[config.mk]
export PLATFORM = sky130hd
export DESIGN_NAME = trie_lpm_pipe
export DESIGN_NICKNAME = d
export VERILOG_FILES = /design/src/rtl/trie_lpm_pipe.sv
export SDC_FILE = /design/constraint.sdc
export NUM_CORES = 2
export LEC_CHECK = 0
export ABC_AREA = 1
export CAP_MARGIN = 25
export CORE_MARGIN = 1.5
export CORE_UTILIZATION = 55
export DETAILED_ROUTE_END_ITERATION = 6
export PLACE_DENSITY = 0.71
export SKIP_CTS_REPAIR_TIMING = 1
export SLEW_MARGIN = 30
export SYNTH_ARGS = -nofsm -noshare
export SYNTH_HDL_FRONTEND = slang
export SYNTH_SLANG_ARGS = --single-unit
[constraint.sdc]
create_clock -name clk -period 5.29 [get_ports clk]
set_input_delay 0.7935 -clock clk [delete_from_list [all_inputs] [get_ports clk]]
set_output_delay 0.7935 -clock clk [all_outputs]
set_load 0.01 [all_outputs]
[src/rtl/trie_lpm_pipe.sv]
module trie_lpm_pipe #(
  parameter int KEY_W  = 8,
  parameter int AW     = 4,
  parameter int NH_W   = 8,
  parameter int FIFO_D = 4
) (
  input  logic                       clk,
  input  logic                       rst_n,
  input  logic                       lk_valid,
  input  logic [KEY_W-1:0]           lk_key,
  output logic                       res_valid,
  output logic                       res_hit,
  output logic [NH_W-1:0]            res_nh,
  input  logic                       upd_push,
  input  logic [$clog2(KEY_W)-1:0]   upd_stage,
  input  logic                       upd_wen,
  input  logic [AW-1:0]              upd_addr,
  input  logic [2*AW+NH_W+2:0]       upd_node,
  input  logic                       bub_start
);
  localparam int NODE_W = 2*AW + NH_W + 3;
  localparam int SW     = $clog2(KEY_W);
  localparam int FPW    = $clog2(FIFO_D);
  localparam int ENT_W  = 1 + AW + NODE_W;
  localparam int PV     = NH_W;
  localparam int RV     = NH_W + 1;
  localparam int LV     = NH_W + 2;
  localparam int RC     = NH_W + 3;
  localparam int LC     = NH_W + 3 + AW;

  logic             iv     [KEY_W+1];
  logic             ialive [KEY_W+1];
  logic             ihit   [KEY_W+1];
  logic [KEY_W-1:0] ikey   [KEY_W+1];
  logic [AW-1:0]    iaddr  [KEY_W+1];
  logic [NH_W-1:0]  inh    [KEY_W+1];

  logic [KEY_W-1:0] bub_q, fifo_ne;
  wire start_ok = bub_start && (&fifo_ne) && !(|bub_q);

  assign iv[0]     = lk_valid;
  assign ikey[0]   = lk_key;
  assign iaddr[0]  = '0;
  assign ialive[0] = 1'b1;
  assign ihit[0]   = 1'b0;
  assign inh[0]    = '0;

  always_ff @(posedge clk or negedge rst_n)
    if (!rst_n) bub_q <= '0;
    else        bub_q <= {bub_q[KEY_W-2:0], start_ok};

  for (genvar s = 0; s < KEY_W; s++) begin : g_stage
    logic [NODE_W-1:0] mem [2**AW];
    logic [ENT_W-1:0]  fq  [FIFO_D];
    logic [FPW-1:0]    wp, rp;
    logic [FPW:0]      cnt;
    logic [NODE_W-1:0] rd;
    logic              mv, malive, mhit;
    logic [KEY_W-1:0]  mkey;
    logic [NH_W-1:0]   mnh;

    wire             push  = upd_push && (upd_stage == SW'(s)) && (cnt != (FPW+1)'(FIFO_D));
    wire             pop   = bub_q[s];
    wire [ENT_W-1:0] head  = fq[rp];
    wire             wr    = pop && head[ENT_W-1];
    wire             right = mkey[KEY_W-1-s];
    wire             take  = malive && rd[PV];

    assign fifo_ne[s] = (cnt != '0);

    always_ff @(posedge clk)
      if (push) fq[wp] <= {upd_wen, upd_addr, upd_node};

    always_ff @(posedge clk or negedge rst_n)
      if (!rst_n) begin
        wp <= '0; rp <= '0; cnt <= '0;
      end else begin
        if (push) wp <= wp + FPW'(1);
        if (pop)  rp <= rp + FPW'(1);
        if (push && !pop)      cnt <= cnt + (FPW+1)'(1);
        else if (!push && pop) cnt <= cnt - (FPW+1)'(1);
      end

    always_ff @(posedge clk) begin
      if (wr) mem[head[NODE_W+AW-1:NODE_W]] <= head[NODE_W-1:0];
      rd     <= mem[iaddr[s]];
      mkey   <= ikey[s];
      malive <= ialive[s];
      mhit   <= ihit[s];
      mnh    <= inh[s];
    end

    always_ff @(posedge clk or negedge rst_n)
      if (!rst_n) mv <= 1'b0;
      else        mv <= iv[s];

    assign iv[s+1]     = mv;
    assign ikey[s+1]   = mkey;
    assign ihit[s+1]   = take | mhit;
    assign inh[s+1]    = take ? rd[NH_W-1:0] : mnh;
    assign ialive[s+1] = malive && (right ? rd[RV] : rd[LV]);
    assign iaddr[s+1]  = right ? rd[RC +: AW] : rd[LC +: AW];
  end

  always_ff @(posedge clk or negedge rst_n)
    if (!rst_n) begin
      res_valid <= 1'b0; res_hit <= 1'b0; res_nh <= '0;
    end else begin
      res_valid <= iv[KEY_W];
      res_hit   <= iv[KEY_W] && ihit[KEY_W];
      res_nh    <= iv[KEY_W] ? inh[KEY_W] : '0;
    end
endmodule

==> results.tsv <==
metric	value	unit
die area	230000	um2
Area Growth Syn to Fin	11.6	%
flops & latches, synth	3037	
Clock Root Buffer	clkbuf_16	
overall routing resource usage	0.264	
CP bufs+invs	2	
CTS tree	yes	
maximum VDD drop	0.318	mV
Yosys cell types	35	
DRC	0	
CTS clk-pin slew, worst paths	0.06	ns
Worst Path Arrival	4.22	ns
initial antenna violation count	35	
routed wire length	308	mm
vias	81400	
nature of the critical path endpoint	flop	
DR pass1 iterations	6	
Synth top cells by count	2,715 x edfxtp_1, 2,378 x nand3_1, 1,948 x inv_1	
Routed Antenna Nets	0	
number of enable flip-flop cells after synthesis	2715	
Vias/cell	5.69	
final hold slack	0.271	ns
total grt overflow	0	
Die Wd	480	um
count leader, synth	edfxtp_1	
standby leakage power	55.8	nW
delay-heaviest family, CP	simple AND/OR/NAND/NOR gates	
starting density of the core	0.555	
max-slew violations	0	
final period utilization	0.674	
vias in the first global route	78800	
Placed Cells	13700	
Critical Path Fanout Max	25	
status	finished clean	
gpl congestion	0.833	
Avg WL per Cell	21.5	um
pin count of the biggest net entering global routing	101	
# rows	174	
cell taking the most area after synthesis	edfxtp_1	
Fin Setup TNS	0	ns
Clock Tree Buf Depth	4	
Critical path origin	g_stage[1].rp[1]	
worst reg2reg path startpoint	g_stage[1].rp[1]	
R2R Path End	g_stage[1].mem[10][5]	
Syn Nets	11000	
synthesized area per cell	11.4	um2
final net count	11100	
pwr/cell area	517	nW/um2
iteration-0 DRC count of the detailed router	9439	
Slew HR	0.298	
Synth area leaders	edfxtp_1 65%, nand3_1 9.5%, inv_1 5.8%	
CP Capture Point	g_stage[1].mem[10][5]	
CP Depth	7	
Register-to-Register Path Depth	7	
Port Buffers	48	
fin crit period	3.57	ns
Achievable Freq	280	MHz
Max Cap Viol	0	
Num CTS Buffers	319	
placed inst area	129000	um2
Setup Skew	0.0617	ns
post-route cell area	140000	um2
DP Wirelength	172	mm
Worst R2R Setup Slack	1.72	ns
Core ar.	225000	um2
Worst setup SP type	flop	
# setup viols final	0	
Post-Layout Cell Count	14300	
Worst Tran Pin Value	1.05	ns
CP required	5.94	ns
Syn. warnings	0	
first-pass GRT wire length	463	mm
share of cells above drive strength 1	0.0945	
htree depth	5	
worst min path class	primary input to async pin	
sequential share of the synthesized area	0.707	
Post-Syn Area	125000	um2
Die Ht	480	um
worst-path cell chain	inv_1 -> nor2_1 -> o21ai_0 -> a21oi_1 -> nand3_1 -> nor2_2 -> buf_4	
Setup CP Type	flop to flop	
leading register cell type out of synthesis	edfxtp_1	
asr flop ratio synth	0.0270	
Critical-path top delay cell	dfrtp_1	
unrepaired setup endpoints after global routing	false	
Synth top area share	0.652	
slowest stage delay, CP	0.94	ns
IO Pins	50	
Clock Sinks	3037	
Final Hold Fails	0	
clock latency on the worst-skew pair	0.95	ns
Post-Synthesis Cells	10900	
layout by cell type (no fill, tap or decap), drive strengths merged, types with 3 or more instances in the layout:
cell type      count
clkinv           101
nand4              3
diode             19
o21ai            397
fa                 8
ha                40
inv             1960
xnor2              8
dfxtp            240
buf              339
o22ai            142
edfxtp          2715
mux2              51
nor3               4
clkbuf           435
nor2             587
dfrtp             82
nand3b           248
nand3           2378
clkdlybuf4s50     26
clkinvlp          11
xor2              32
a21oi             35
bufinv            21
o211ai             9
nand2           1416
worst register-to-register path, delay by kind of cell (launching register included):
family	cells	cell delay, ns
buffers and inverters	2	0.48
AND/OR/NAND/NOR	3	1.25
AO/OA/AOI/OAI	2	0.61
flip-flops	1	0.94
stage by stage:
step,power (W),utilization,setup WS [ns]
global placement,0.0497,0.573,1.31
global route,0.0750,0.619,1.49
detailed placement,0.0506,0.574,1.34
finish,0.0721,0.619,1.72
CTS,0.0721,0.618,1.73
floorplan,0.0434,-,2.63
per-layer routing:
metal  GRT usage  share of wire  up-vias
met4       0.101          0.035       12
li1            -              -    37100
met2       0.433           0.48     4059
met1       0.357           0.39    39500
met5           0        0.00023        -
met3      0.0411          0.094      686
registers in the layout, summed over array words and instances, names as in the netlist, 8 cells and up:
signal,flops
g_stage.mem,1987
g_stage.fq,728
g_stage.rd,142
g_stage.mnh,56
g_stage.mkey,28
g_stage.cnt,24
g_stage.rp,16
g_stage.wp,16
bub_q,8
g_stage.mv,8
res_nh,8
logic make-up (layout without fill, tap and decap cells):
| kind of cell | Yosys count | after routing | share of synthesized area |
|---|---|---|---|
| fa+ha+maj | 48 | 48 | 0.00528 |
| buf+inv | 2539 | 2894 | 0.0832 |
| compound gates | 584 | 584 | 0.0253 |
| other cells | 0 | 19 | 0 |
| xor+xnor | 40 | 40 | 0.00280 |
| mux | 51 | 51 | 0.00459 |
| simple gates | 4638 | 4638 | 0.172 |
| flops | 3037 | 3037 | 0.707 |
where the power goes:
group	total, W	internal [W]	switching [W]	leakage [nW]
clock network	0.0216	0.0127	0.00893	4.91
logic	0.0189	0.00485	0.0140	23.5
registers	0.0316	0.0306	0.000972	27.4
how the worst min path moves through the flow:
stage | start | endpoint | slack, ns | cells after the start
final | rst_n | res_nh[0] | 0.27 | 2
after global routing | lk_key[2] | g_stage[0].mkey[2] | 0.27 | 1
after CTS | rst_n | res_nh[4] | -0.33 | 1
after detailed placement | g_stage[5].mkey[1] | g_stage[6].mkey[1] | 0.31 | 0
after global placement | g_stage[5].mkey[1] | g_stage[6].mkey[1] | 0.31 | 0
after floorplan | g_stage[0].mkey[1] | g_stage[1].mkey[1] | 0.31 | 0
cell type report:
cell class,instances,area [um2]
sequential,3037,88400
fill,16600,85800
multi-input combinational,5361,27100
clock buffer,435,8840
inverter,1962,7360
tap,2992,3740
timing repair buffer,366,2900
clock inverter,131,1210
antenna,19,47.5
(Power assumes the default switching activity.)
